===== src/rtl/cardclk_pkg.sv =====
package cardclk_pkg;

  // Active card clock source after glitch-free switching.
  typedef enum logic [2:0] {
    SRC_STOP    = 3'd0,
    SRC_XT_FAST = 3'd1,
    SRC_XT_SLOW = 3'd2,
    SRC_RC      = 3'd3,
    SRC_EXT     = 3'd4
  } cardSrc_e;

  // Strobes from control to datapath.
  typedef struct packed {
    cardSrc_e src;   // source in force this cycle
    logic     load;  // a new source is adopted at this edge
    logic     gate;  // sequencer enable is low
  } clkCmd_t;

endpackage


===== src/rtl/cardclk_ctrl.sv =====
module cardclk_ctrl
  import cardclk_pkg::*;
(
  input  logic    clk,
  input  logic    rst,
  input  logic    normalMode,
  input  logic    srcSel,
  input  logic    divA,
  input  logic    divB,
  input  logic    clkEn,
  input  logic    cardClk,
  input  logic    fallNow,
  output clkCmd_t cmd,
  output logic    hostUseRc
);

  cardSrc_e reqSrc;
  cardSrc_e activeSrc;
  logic     commit;

  // Decode of the four select inputs; low power overrides everything.
  always_comb begin
    if (!normalMode)          reqSrc = SRC_STOP;
    else if (srcSel)          reqSrc = SRC_EXT;
    else if (divA && !divB)   reqSrc = SRC_RC;
    else if (!divA && !divB)  reqSrc = SRC_XT_SLOW;
    else if (!divA && divB)   reqSrc = SRC_XT_FAST;
    else                      reqSrc = SRC_STOP;
  end

  // Adopt a new source only while the card clock is low, or on the
  // edge at which the running divider drives it low.
  assign commit = (reqSrc != activeSrc) && (!cardClk || fallNow);

  always_ff @(posedge clk) begin
    if (rst)         activeSrc <= SRC_STOP;
    else if (commit) activeSrc <= reqSrc;
  end

  always_comb begin
    cmd.src  = activeSrc;
    cmd.load = commit;
    cmd.gate = !clkEn;
  end

  assign hostUseRc = !normalMode || (!srcSel && divA && !divB);

endmodule


===== src/rtl/cardclk_dp.sv =====
module cardclk_dp
  import cardclk_pkg::*;
#(
  parameter int unsigned FAST_DIV    = 2,
  parameter int unsigned SLOW_DIV    = 4,
  parameter int unsigned RC_DIV      = 2,
  parameter int unsigned HOST_RC_DIV = 2
) (
  input  logic    clk,
  input  logic    rst,
  input  logic    xtalTick,
  input  logic    rcTick,
  input  logic    extClk,
  input  clkCmd_t cmd,
  input  logic    hostUseRc,
  output logic    cardClk,
  output logic    hostClk,
  output logic    fallNow
);

  localparam int unsigned MAX_DIV = (SLOW_DIV > FAST_DIV) ?
                                    ((SLOW_DIV > RC_DIV) ? SLOW_DIV : RC_DIV) :
                                    ((FAST_DIV > RC_DIV) ? FAST_DIV : RC_DIV);
  localparam int unsigned CW  = $clog2(MAX_DIV + 1);
  localparam int unsigned HCW = $clog2(HOST_RC_DIV + 1);
  localparam logic [CW-1:0]  FAST_LAST = CW'(FAST_DIV - 1);
  localparam logic [CW-1:0]  SLOW_LAST = CW'(SLOW_DIV - 1);
  localparam logic [CW-1:0]  RC_LAST   = CW'(RC_DIV - 1);
  localparam logic [HCW-1:0] HOST_LAST = HCW'(HOST_RC_DIV - 1);

  logic [CW-1:0]  phaseCnt;
  logic [CW-1:0]  lastIdx;
  logic           srcTick;
  logic           divided;
  logic           endOfHalf;
  logic [HCW-1:0] hostCnt;

  always_comb begin
    srcTick = xtalTick;
    divided = 1'b1;
    lastIdx = FAST_LAST;
    case (cmd.src)
      SRC_XT_FAST: lastIdx = FAST_LAST;
      SRC_XT_SLOW: lastIdx = SLOW_LAST;
      SRC_RC: begin
        lastIdx = RC_LAST;
        srcTick = rcTick;
      end
      default: divided = 1'b0;
    endcase
  end

  assign endOfHalf = divided && srcTick && (phaseCnt == lastIdx);
  assign fallNow   = endOfHalf && cardClk && !cmd.gate;

  // Card clock: one half period is a count of source ticks.
  always_ff @(posedge clk) begin
    if (rst || cmd.gate || cmd.load) begin
      cardClk  <= 1'b0;
      phaseCnt <= '0;
    end else begin
      case (cmd.src)
        SRC_STOP: begin
          cardClk  <= 1'b0;
          phaseCnt <= '0;
        end
        SRC_EXT: begin
          cardClk  <= extClk;
          phaseCnt <= '0;
        end
        default: begin
          if (endOfHalf) begin
            cardClk  <= ~cardClk;
            phaseCnt <= '0;
          end else if (srcTick) begin
            phaseCnt <= phaseCnt + 1'b1;
          end
        end
      endcase
    end
  end

  // Host clock: the crystal itself, or the RC clock divided down.
  generate
    if (HOST_RC_DIV > 1) begin : g_hostDiv
      always_ff @(posedge clk) begin
        if (rst) begin
          hostClk <= 1'b0;
          hostCnt <= '0;
        end else if (hostUseRc) begin
          if (rcTick) begin
            if (hostCnt == HOST_LAST) begin
              hostClk <= ~hostClk;
              hostCnt <= '0;
            end else begin
              hostCnt <= hostCnt + 1'b1;
            end
          end
        end else begin
          hostCnt <= '0;
          if (xtalTick) hostClk <= ~hostClk;
        end
      end
    end else begin : g_hostDirect
      assign hostCnt = '0;
      always_ff @(posedge clk) begin
        if (rst)                          hostClk <= 1'b0;
        else if (hostUseRc ? rcTick : xtalTick) hostClk <= ~hostClk;
      end
    end
  endgenerate

endmodule


===== src/rtl/cardclk_sel.sv =====
module cardclk_sel
  import cardclk_pkg::*;
#(
  parameter int unsigned FAST_DIV    = 2,
  parameter int unsigned SLOW_DIV    = 4,
  parameter int unsigned RC_DIV      = 2,
  parameter int unsigned HOST_RC_DIV = 2
) (
  input  logic clk,
  input  logic rst,
  input  logic normalMode,
  input  logic srcSel,
  input  logic divA,
  input  logic divB,
  input  logic clkEn,
  input  logic xtalTick,
  input  logic rcTick,
  input  logic extClk,
  output logic cardClk,
  output logic hostClk
);

  clkCmd_t cmd;
  logic    hostUseRc;
  logic    fallNow;

  cardclk_ctrl i_ctrl (
    .clk       (clk),
    .rst       (rst),
    .normalMode(normalMode),
    .srcSel    (srcSel),
    .divA      (divA),
    .divB      (divB),
    .clkEn     (clkEn),
    .cardClk   (cardClk),
    .fallNow   (fallNow),
    .cmd       (cmd),
    .hostUseRc (hostUseRc)
  );

  cardclk_dp #(
    .FAST_DIV   (FAST_DIV),
    .SLOW_DIV   (SLOW_DIV),
    .RC_DIV     (RC_DIV),
    .HOST_RC_DIV(HOST_RC_DIV)
  ) i_dp (
    .clk      (clk),
    .rst      (rst),
    .xtalTick (xtalTick),
    .rcTick   (rcTick),
    .extClk   (extClk),
    .cmd      (cmd),
    .hostUseRc(hostUseRc),
    .cardClk  (cardClk),
    .hostClk  (hostClk),
    .fallNow  (fallNow)
  );

endmodule


===== config.mk =====
export PLATFORM = sky130hd
export DESIGN_NAME = cardclk_sel
export DESIGN_NICKNAME = d
export VERILOG_FILES = /design/src/rtl/cardclk_pkg.sv /design/src/rtl/cardclk_ctrl.sv /design/src/rtl/cardclk_dp.sv /design/src/rtl/cardclk_sel.sv
export SDC_FILE = /design/constraint.sdc
export NUM_CORES = 1
export LEC_CHECK = 0
export ABC_CLOCK_PERIOD_IN_PS = 4000
export BUFFER_PORTS_ARGS = -buffer_cell sky130_fd_sc_hd__buf_2
export CELL_PAD_IN_SITES_DETAIL_PLACEMENT = 0
export CELL_PAD_IN_SITES_GLOBAL_PLACEMENT = 2
export CORE_MARGIN = 4
export CORE_UTILIZATION = 32
export DETAILED_ROUTE_END_ITERATION = 7
export PLACE_DENSITY = 0.76
export SLEW_MARGIN = 10
export SYNTH_ARGS = -nofsm -noshare
export SYNTH_HDL_FRONTEND = slang
export SYNTH_SLANG_ARGS = --single-unit
export TNS_END_PERCENT = 20

===== constraint.sdc =====
create_clock -name clk -period 4 [get_ports clk]
set_input_delay 0.8 -clock clk [delete_from_list [all_inputs] [get_ports clk]]
set_output_delay 0.8 -clock clk [all_outputs]
set_load 0.05 [all_outputs]

==> results.json <==
{
  "status": "complete, no violations",
  "critical_path_class": "in -> reg",
  "drt_iter0_markers": 8,
  "syn-num-nets": 78,
  "grt_max_degree": 9,
  "synth_simple_gate_area_frac": 0.2842,
  "cts_max_level": 1,
  "worstMarginPinSlew_ps": 427.2,
  "worstHoldEndpoint": "i_dp.hostCnt[1]$_SDFFE_PP0P_",
  "cts_buffers": 3,
  "insertion_delay_ps": 260,
  "vias": 532,
  "multiInputGateArea_sq_um": 381.6,
  "grt_pass1_wl_mm": 2.001,
  "portBuffers": 11,
  "antenna_left": 0,
  "cts_resized": 0,
  "clk_pin_slew_ps": 70,
  "place_ws_ps": 1769,
  "num_io_pins": 12,
  "p_total_mw": 0.2133,
  "r2r-start": "i_ctrl.activeSrc[1]$_SDFFE_PP0P_",
  "postCtsSetupBuffers": 0,
  "syn_area_sq_um": 585.6,
  "vias_per_cell": 5.019,
  "arrival_ps": 2130,
  "hpwl_um": 966.3,
  "wl_per_cell_um": 11.62,
  "muxShareOfSynthArea": 0.07051,
  "antenna_found_initial": 0,
  "ir_worst_vdd_mv": 0.1485,
  "ys_seq_elements": 10,
  "syn_inst": 67,
  "r2r_cells": 5,
  "dieHeight_um": 50.78,
  "synth_compound_area_frac": 0.1859,
  "die_width_um": 50.78,
  "start_kind": "input port",
  "synth.area.top_cells": "dfxtp_1, mux2i_1, nand3b_1",
  "ys_types": 29,
  "holdPathStages": 2,
  "rows": 15,
  "ys_top_cells_by_count": "dfxtp_1, nor2_1, nor3_1",
  "yosys.area.top_type": "dfxtp_1",
  "setup_viol": 0,
  "startpoint": "srcSel",
  "async_flop_share": 0,
  "tns_ps": 0,
  "cts_root_buffer": "clkbuf_4",
  "final_util": 0.4022,
  "synth_most_common_cell": "dfxtp_1",
  "firstDrtPassIters": 4,
  "ff_latch_area_sq_um": 200.2,
  "finalWirelength_mm": 1.232,
  "cts_sinks": 10,
  "grt_pass1_vias": 477,
  "synth_fa_ha_area_frac": 0.02137,
  "holdBufCountCts": 0,
  "cts_tree": "yes",
  "synth_top_family_by_area": "simple AND/OR/NAND/NOR gates",
  "core_area_sq_um": 1727,
  "seq_area_frac_synth": 0.3419,
  "endpoint_kind": "flip-flop",
  "period_share": 0.4926,
  "hp-class": "reg -> reg",
  "gp_congestion": 0.7465,
  "num-fill-cells": 206,
  "hold_viol_final": 0,
  "fmaxAchievable_mhz": 507.5,
  "yosysTopAreaCellShare": 0.3419,
  "rrSetupSlack_ps": 2240,
  "cts_buffer_depth": 2,
  "area_delta_synth_final_pct": 18.59,
  "min_period_ps": 1970,
  "synth_edf_count": 0,
  "grt_overflow": 0,
  "ys_warn_count": 0,
  "max_cap_viol_count": 0,
  "drive_above_1_share": 0.1975,
  "worstPathMaxFanout": 6,
  "final_nets": 94,
  "syn_avg_cell_area_sq_um": 8.740,
  "required_ps": 4160,
  "slew_violations": 0,
  "hp-start": "i_dp.hostCnt[1]$_SDFFE_PP0P_",
  "synth_xor_area_frac": 0.08974,
  "worst_slack_ps": 2030,
  "rsz0062_at_grt": "false",
  "dieArea_sq_um": 2578,
  "r2r-end": "i_dp.cardClk$_SDFFE_PP0P_",
  "drc": 0,
  "synth-main-ff-cell": "dfxtp_1",
  "groute.usage.overall": 0.1044,
  "p_per_area_nw_per_um2": 307.2,
  "start_util": 0.3391,
  "skew_ps": 7.396,
  "leakage_nw": 0.2661,
  "slew_headroom": 0.7126,
  "antennaDiodeCount": 0
}
-- metrics by stage --
| step | hold WS, ps | std cells | cell area, sq um |
|---|---|---|---|
| 6_report | 442.4 | 106 | 694.4 |
| 5_1_grt | 467.1 | 106 | 694.4 |
| 4_1_cts | 448.4 | 106 | 694.4 |
| 3_5_place_dp | 438.9 | 103 | 671.9 |
| 3_3_place_gp | 425.0 | 103 | 671.9 |
| 2_1_floorplan | 414.6 | 67 | 585.6 |
-- area by class of cell --
cell class,instances,area share
clock buffer,3,0.03243
inverter,1,0.005405
multi-input combinational,56,0.5495
sequential,10,0.2883
tap,25,0.04505
timing repair buffer,11,0.07928
-- cell families (layout without fill, tap and decap cells) --
kind of cell | Yosys count | after routing
AO/OA/AOI/OAI | 16 | 16
XOR/XNOR | 6 | 6
adder cells (fa/ha/maj) | 1 | 1
buffers and inverters | 1 | 15
flip-flops | 10 | 10
multiplexers | 4 | 4
AND/OR/NAND/NOR | 29 | 29
-- placed cells by master, fill, tap and decap left out, drive strengths merged, types with 2 or more instances in the layout --
master,netlist,routed
nand3b,4,4
xnor2,3,3
clkbuf,0,3
mux2i,3,3
or3,2,2
nand2b,3,3
nor2,5,5
o21ai,4,4
xor2,3,3
nand4,2,2
a21boi,2,2
nand2,3,3
a21oi,4,4
buf,0,11
nor3,5,5
dfxtp,10,10
-- how the worst max path moves through the flow --
| stage | end | slack, ps |
|---|---|---|
| after floorplan | i_dp.cardClk$_SDFFE_PP0P_ | 2010 |
| after global placement | i_dp.cardClk$_SDFFE_PP0P_ | 1770 |
| after detailed placement | i_dp.cardClk$_SDFFE_PP0P_ | 1770 |
| after CTS | i_dp.cardClk$_SDFFE_PP0P_ | 2040 |
| after global routing | i_dp.phaseCnt[1]$_SDFFE_PP0N_ | 1920 |
| final | i_dp.cardClk$_SDFFE_PP0P_ | 2030 |
-- power by group --
| group | internal (mW) | total [mW] | switching, mW |
|---|---|---|---|
| Clock | 0.0346 | 0.0681 | 0.0334 |
| Combinational | 0.0158 | 0.0386 | 0.0228 |
| Sequential | 0.103 | 0.107 | 0.00379 |
-- routing by layer --
metal	GRT usage	share of wire
met2	0.1609	0.44
met5	0	0
met1	0.1239	0.49
met4	0.05381	0.0073
met3	0.04154	0.070
-- registers in the layout, indices dropped and copies added (netlist names) --
| name | flops |
|---|---|
| i_ctrl.activeSrc | 3 |
| i_dp.phaseCnt | 3 |
| i_dp.hostCnt | 2 |
| i_dp.cardClk | 1 |
| i_dp.hostClk | 1 |
-- critical path, cell delays in order --
cell,delay [ps]
buf_2,130
or4b_1,490
a21boi_1,210
o211a_1,200
nor2_1,100
a2111oi_2,200
Note: power is estimated with default switching activity, not from simulation.
